`src/rtl/gpio_pin_pkg.sv`:
```
package gpio_pin_pkg;
  localparam int APB_AW   = 8;
  localparam int NUM_RW   = 5;
  // register group in paddr[7:4]
  localparam logic [3:0] GRP_OWN  = 4'h0;
  localparam logic [3:0] GRP_OE   = 4'h1;
  localparam logic [3:0] GRP_DOUT = 4'h2;
  localparam logic [3:0] GRP_FILT = 4'h3;
  localparam logic [3:0] GRP_IEN  = 4'h4;
  localparam logic [3:0] GRP_STAT = 4'h5;
  // alias in paddr[3:2]
  localparam logic [1:0] AL_SET = 2'd0;
  localparam logic [1:0] AL_CLR = 2'd1;
  localparam logic [1:0] AL_RD  = 2'd2;
  // status group aliases
  localparam logic [1:0] AL_FLAGS = 2'd0;
  localparam logic [1:0] AL_LEVEL = 2'd1;
endpackage

```
`src/rtl/gpio_setclr_reg.sv`:
```
module gpio_setclr_reg #(
  parameter int          W       = 32,
  parameter logic [W-1:0] RST_VAL = '0
) (
  input  logic         clk,
  input  logic         rst_n,
  input  logic         set_we,
  input  logic         clr_we,
  input  logic [W-1:0] wdata,
  output logic [W-1:0] q
);
  logic [W-1:0] q_nxt;

  always_comb begin
    q_nxt = q;
    if (set_we)      q_nxt = q | wdata;
    else if (clr_we) q_nxt = q & ~wdata;
  end

  always_ff @(posedge clk or negedge rst_n) begin
    if (!rst_n)                q <= RST_VAL;
    else if (set_we || clr_we) q <= q_nxt;
  end

  assert_set_bits_R2: assert property (@(posedge clk) disable iff (!rst_n)
    set_we |=> ((q & $past(wdata)) == $past(wdata)) &&
               ((q & ~$past(wdata)) == ($past(q) & ~$past(wdata))));

  assert_clr_bits_R3: assert property (@(posedge clk) disable iff (!rst_n)
    (clr_we && !set_we) |=> ((q & $past(wdata)) == '0) &&
                            ((q & ~$past(wdata)) == ($past(q) & ~$past(wdata))));
endmodule

```
`src/rtl/gpio_in_cond.sv`:
```
module gpio_in_cond #(
  parameter int N           = 32,
  parameter int SYNC_STAGES = 2
) (
  input  logic         clk,
  input  logic         rst_n,
  input  logic [N-1:0] pad_in,
  input  logic [N-1:0] filt_en,
  output logic [N-1:0] sync_lvl,
  output logic [N-1:0] cond_lvl,
  output logic [N-1:0] chg
);
  logic [N-1:0] sync_q [SYNC_STAGES];
  logic [N-1:0] hist_q, filt_q, prev_q;
  logic [N-1:0] filt_d, agree;

  genvar s;
  generate
    for (s = 0; s < SYNC_STAGES; s++) begin : g_sync
      always_ff @(posedge clk or negedge rst_n) begin
        if (!rst_n)  sync_q[s] <= '0;
        else if (s == 0) sync_q[s] <= pad_in;
        else         sync_q[s] <= sync_q[(s == 0) ? 0 : s-1];
      end
    end
  endgenerate

  assign sync_lvl = sync_q[SYNC_STAGES-1];

  always_comb begin
    agree    = ~(sync_lvl ^ hist_q);
    filt_d   = (sync_lvl & agree) | (filt_q & ~agree);
    cond_lvl = (filt_en & filt_q) | (~filt_en & sync_lvl);
    chg      = cond_lvl ^ prev_q;
  end

  always_ff @(posedge clk or negedge rst_n) begin
    if (!rst_n) begin
      hist_q <= '0;
      filt_q <= '0;
      prev_q <= '0;
    end else begin
      hist_q <= sync_lvl;
      filt_q <= filt_d;
      prev_q <= cond_lvl;
    end
  end

  // a filtered level may only rise after two equal high samples
  assert_filt_rise_R6: assert property (@(posedge clk) disable iff (!rst_n)
    ((filt_q & ~$past(filt_q)) & ~($past(sync_lvl) & $past(hist_q))) == '0);

  assert_filt_fall_R6: assert property (@(posedge clk) disable iff (!rst_n)
    ((~filt_q & $past(filt_q)) & ($past(sync_lvl) | $past(hist_q))) == '0);
endmodule

```
`src/rtl/gpio_apb_regs.sv`:
```
module gpio_apb_regs
  import gpio_pin_pkg::*;
#(
  parameter int N = 32
) (
  input  logic              clk,
  input  logic              rst_n,
  input  logic              psel,
  input  logic              penable,
  input  logic              pwrite,
  input  logic [APB_AW-1:0] paddr,
  input  logic [N-1:0]      pwdata,
  output logic [N-1:0]      prdata,
  input  logic [N-1:0]      chg,
  input  logic [N-1:0]      sync_lvl,
  output logic [N-1:0]      sw_own,
  output logic [N-1:0]      sw_oe,
  output logic [N-1:0]      sw_dout,
  output logic [N-1:0]      filt_en,
  output logic              irq
);
  logic [N-1:0] reg_q [NUM_RW];
  logic [N-1:0] flags_q, flags_d;
  logic         acc, wr, rd, rd_flags;
  logic [3:0]   grp;
  logic [1:0]   als;
  logic [N-1:0] ien;

  assign acc      = psel && penable && (paddr[1:0] == 2'b00);
  assign wr       = acc && pwrite;
  assign rd       = acc && !pwrite;
  assign grp      = paddr[7:4];
  assign als      = paddr[3:2];
  assign rd_flags = rd && (grp == GRP_STAT) && (als == AL_FLAGS);

  genvar g;
  generate
    for (g = 0; g < NUM_RW; g++) begin : g_rw
      logic hit;
      assign hit = wr && (grp == 4'(g));
      gpio_setclr_reg #(
        .W      (N),
        .RST_VAL((g == int'(GRP_OWN)) ? {N{1'b1}} : {N{1'b0}})
      ) u_reg (
        .clk   (clk),
        .rst_n (rst_n),
        .set_we(hit && (als == AL_SET)),
        .clr_we(hit && (als == AL_CLR)),
        .wdata (pwdata),
        .q     (reg_q[g])
      );
    end
  endgenerate

  assign sw_own  = reg_q[GRP_OWN];
  assign sw_oe   = reg_q[GRP_OE];
  assign sw_dout = reg_q[GRP_DOUT];
  assign filt_en = reg_q[GRP_FILT];
  assign ien     = reg_q[GRP_IEN];

  always_comb begin
    flags_d = (rd_flags ? '0 : flags_q) | chg;
  end

  always_ff @(posedge clk or negedge rst_n) begin
    if (!rst_n) flags_q <= '0;
    else        flags_q <= flags_d;
  end

  always_comb begin
    prdata = '0;
    if (rd) begin
      if (grp < 4'(NUM_RW)) begin
        if (als == AL_RD) prdata = reg_q[grp[2:0]];
      end else if (grp == GRP_STAT) begin
        if (als == AL_FLAGS)      prdata = flags_q;
        else if (als == AL_LEVEL) prdata = sync_lvl;
      end
    end
  end

  assign irq = |(flags_q & ien);

  assert_flags_sticky_R7: assert property (@(posedge clk) disable iff (!rst_n)
    !rd_flags |=> ((flags_q & $past(flags_q)) == $past(flags_q)));

  assert_flags_rdclr_R8: assert property (@(posedge clk) disable iff (!rst_n)
    rd_flags |=> (flags_q == $past(chg)));

  assert_flags_source_R7: assert property (@(posedge clk) disable iff (!rst_n)
    ((flags_q & ~$past(flags_q)) & ~$past(chg)) == '0);
endmodule

```
`src/rtl/gpio_pin_ctrl.sv`:
```
module gpio_pin_ctrl
  import gpio_pin_pkg::*;
#(
  parameter int N           = 32,
  parameter int SYNC_STAGES = 2
) (
  input  logic              clk,
  input  logic              rst_n,
  input  logic              psel,
  input  logic              penable,
  input  logic              pwrite,
  input  logic [APB_AW-1:0] paddr,
  input  logic [N-1:0]      pwdata,
  output logic [N-1:0]      prdata,
  input  logic [N-1:0]      pad_in,
  output logic [N-1:0]      pad_out,
  output logic [N-1:0]      pad_oe,
  input  logic [N-1:0]      per_out,
  input  logic [N-1:0]      per_oe,
  output logic [N-1:0]      per_in,
  output logic              irq
);
  logic [N-1:0] sw_own, sw_oe, sw_dout, filt_en, sync_lvl, chg;

  gpio_apb_regs #(.N(N)) u_regs (
    .clk     (clk),
    .rst_n   (rst_n),
    .psel    (psel),
    .penable (penable),
    .pwrite  (pwrite),
    .paddr   (paddr),
    .pwdata  (pwdata),
    .prdata  (prdata),
    .chg     (chg),
    .sync_lvl(sync_lvl),
    .sw_own  (sw_own),
    .sw_oe   (sw_oe),
    .sw_dout (sw_dout),
    .filt_en (filt_en),
    .irq     (irq)
  );

  gpio_in_cond #(.N(N), .SYNC_STAGES(SYNC_STAGES)) u_in (
    .clk     (clk),
    .rst_n   (rst_n),
    .pad_in  (pad_in),
    .filt_en (filt_en),
    .sync_lvl(sync_lvl),
    .cond_lvl(per_in),
    .chg     (chg)
  );

  always_comb begin
    pad_out = (sw_own & sw_dout) | (~sw_own & per_out);
    pad_oe  = (sw_own & sw_oe)   | (~sw_own & per_oe);
  end

  // a pin left to software never shows the peripheral's enable
  assert_own_isolate_R4: assert property (@(posedge clk) disable iff (!rst_n)
    $stable(sw_own) && $stable(sw_oe) |-> ((pad_oe & sw_own) == ($past(pad_oe) & sw_own)));
endmodule

```
`config.mk`:
```
export PLATFORM = sky130hd
export DESIGN_NAME = gpio_pin_ctrl
export DESIGN_NICKNAME = d
export VERILOG_FILES = /design/src/rtl/gpio_pin_pkg.sv /design/src/rtl/gpio_setclr_reg.sv /design/src/rtl/gpio_in_cond.sv /design/src/rtl/gpio_apb_regs.sv /design/src/rtl/gpio_pin_ctrl.sv
export SDC_FILE = /design/constraint.sdc
export NUM_CORES = 1
export LEC_CHECK = 0
export BUFFER_PORTS_ARGS = -buffer_cell sky130_fd_sc_hd__buf_2
export CAP_MARGIN = 10
export CORE_ASPECT_RATIO = 0.9
export CORE_MARGIN = 2
export CORE_UTILIZATION = 42
export CTS_CLUSTER_SIZE = 10
export DETAILED_ROUTE_END_ITERATION = 10
export PLACE_DENSITY = 0.62
export SETUP_SLACK_MARGIN = 0.15
export SLEW_MARGIN = 30
export SYNTH_ARGS = -nofsm -noshare
export SYNTH_HDL_FRONTEND = slang
export SYNTH_SLANG_ARGS = --single-unit
```
`constraint.sdc`:
```
create_clock -name clk -period 3.2 [get_ports clk]
set_input_delay 0.64 -clock clk [delete_from_list [all_inputs] [get_ports clk]]
set_output_delay 0.64 -clock clk [all_outputs]
set_load 0.01 [all_outputs]
```
==> flow_summary.toml <==
[status]
status = "complete, no violations"

[timing]
max_freq_mhz = 342
skew_ns = 0.0128
finalHoldViolCount = 0
slew_headroom = 0.580
period_needed_ns = 2.92
drv_slew = 0
finalCritPeriodShare = 0.913
tns_ns = 0
rsz0062_at_grt = "false"
tightestPinTransition_ns = 0.630
setup_viol = 0

[clocking]
cts_buffers = 42
cts-root-buf = "clkbuf_16"
clockBufferDepth = 3
clkSinkCount = 352
cts.reportedPaths.clkPinSlew_ns = 0.05
cts_tree = "done"
htreeDepth = 2
clock_latency_ns = 0.53

[synth]
synth-compound-area-share = 0.0521
synth.area.mux_share = 0.234
ys_warn_count = 0
synth_edf_count = 0
synth_area_leaders = "dfrtp_1 50%, mux2i_1 10%, mux2_2 9.0%"
yosysMostFrequentCell = "dfrtp_1"
async_flop_share = 1.00
synth_top_family_by_area = "multiplexers"
yosysTopAreaCellShare = 0.500
synth.avg_cell_area_um2 = 12.3
synth_cell_types = 38
synth_xor_area_frac = 0.0175
synth_fp_nets = 1449
ys_seq_area_frac = 0.552
syn_inst = 1308
synth_area_um2 = 16000
yosysTopAreaCell = "dfrtp_1"
synthTopCellsByCount = "320 x dfrtp_1, 161 x mux2i_1, 160 x inv_1"
synth-simple-area-share = 0.0656
synth_fa_ha_area_frac = 0.0200
synth_ff_type = "dfrtp_1"
ys_ff_latch = 352

[setup_path]
r2r_cells = 3
setup.worst_path.end_class = "primary output"
cp-start-kind = "flop"
crit_required_ns = 2.56
path_max_fanout = 3
arrival_ns = 2.28
r2r-end = "u_regs.flags_q[26]"
reg2reg_slack_ns = 1.96
setup.worst_path.class = "reg -> out"

[floorplanning]
num_rows = 67
core_um2 = 37500
pin_count = 270
fp.dieW_um = 210
dieHeight_um = 189
die_area_um2 = 39700
initial_utilization = 0.428

[global_route]
first_global_vias = 11700
grt_pass1_wl_um = 72300
grt_max_degree = 115
grt_overflow = 0
antenna_found_initial = 1
grtUsageTotal = 0.241

[route]
antenna_left = 0
drc_errors = 0
drt_wl_total_um = 47200
first_pass_iters = 5
drtIter0Drc = 757
wl_per_cell_um = 22.2
vias = 11400
post_drt_via_cell_ratio = 5.39

[pwr]
ir_drop_mv = 0.311
leakage_nw = 9.79
powerDensity_nw_per_um2 = 509

[finish]
final_area_um2 = 19600
syn2layout_area_growth_pct = 22.1
final_core_util = 0.522
layout.nets = 1747
drive_above_1_share = 0.359
n_antenna_cell = 0

[placed_design]
place_congestion = 0.850
hpwl_um = 33300
port_buffers = 269
postPlaceCellArea_um2 = 18300

[worst_hold_path]
min_path_type = "in -> async"

[job]
maxCapViolCount = 0
==> where the power goes <==
part	leakage (nW)	switching, mW	internal, mW	total [mW]
sequential	3.62	0.113	4.63	4.75
combinational	5.58	0.500	0.361	0.862
clock	0.590	1.80	2.55	4.35
==> per-stage QoR <==
stage	setup slack [ns]	hold WS, ns	total power [mW]	instances
2_1_floorplan	0.367	0.331	5.20	1308
3_3_place_gp	0.159	0.333	5.67	2043
3_5_place_dp	0.194	0.335	5.69	2043
4_1_cts	0.191	0.0853	10.1	2119
5_1_grt	0.158	0.0973	10.4	2121
6_report	0.279	0.0693	9.95	2121
==> placed cells by master, fill, tap and decap left out, types with 2 or more instances in the layout <==
master     Yosys  final
dfrtp_1      320    320
buf_2         24    266
mux2i_1      161    161
inv_1        160    160
mux2_2       128    128
nand2_1      100    100
nand3_1       65     65
buf_4          0     51
clkbuf_16      0     43
a21o_1        33     33
xor2_1        32     32
a21oi_1       33     32
maj3_1        32     32
dfstp_2       32     32
mux4_2        31     31
nor3_1        30     29
a221oi_1      29     28
clkbuf_1      47     28
a22oi_1       16     15
buf_12         0     10
nand4_1        4      4
nor4_4         1      4
nor2_4         0      2
a311oi_1       2      2
clkbuf_8       0      2
clkinv_2       0      2
buf_6          3      2
==> critical path: stages (launching register included) <==
cell,delay [ns]
dfrtp_1,0.44
a22oi_2,0.28
nand4_1,0.29
or4_1,0.57
buf_2,0.17
==> per-layer routing <==
metal  vias up  share of wire  global-route usage
li1       5118              -                   -
met1      5786           0.46               0.347
met2       455           0.45               0.365
met3        69          0.071              0.0537
met4         2          0.023              0.0701
met5         -        0.00034                   0
==> worst max-delay path by stage <==
| stage | to | slack [ns] | cells after the start |
|---|---|---|---|
| after global routing | irq | 0.16 | 4 |
| after CTS | prdata[14] | 0.19 | 6 |
| after detailed placement | prdata[14] | 0.19 | 6 |
| after global placement | prdata[14] | 0.16 | 6 |
| after floorplan | prdata[0] | 0.37 | 7 |
| final | irq | 0.28 | 4 |
==> timing repair <==
action,in CTS,in global routing
buffers inserted,0,2
resized for setup,1,4
hold buffers,0,0
setup endpoints to repair,1,9
pin swaps,1,1
==> layout make-up <==
class	instances	area (um2)
fillers	3270	17900
multi-input cells	719	6330
flip-flops and latches	352	8850
clock inverters	3	18.8
repair buffers	330	1950
well taps	483	604
clock buffers	73	1210
inverters	161	604
==> logic make-up (layout without fill, tap and decap cells) <==
kind of cell | Yosys count | count (layout)
AO/OA/AOI/OAI | 117 | 117
flip-flops | 352 | 352
buffers and inverters | 237 | 567
multiplexers | 320 | 320
adder cells (fa/ha/maj) | 32 | 32
XOR/XNOR | 32 | 32
AND/OR/NAND/NOR | 218 | 218
No activity file was read; power rests on OpenSTA's default activity.
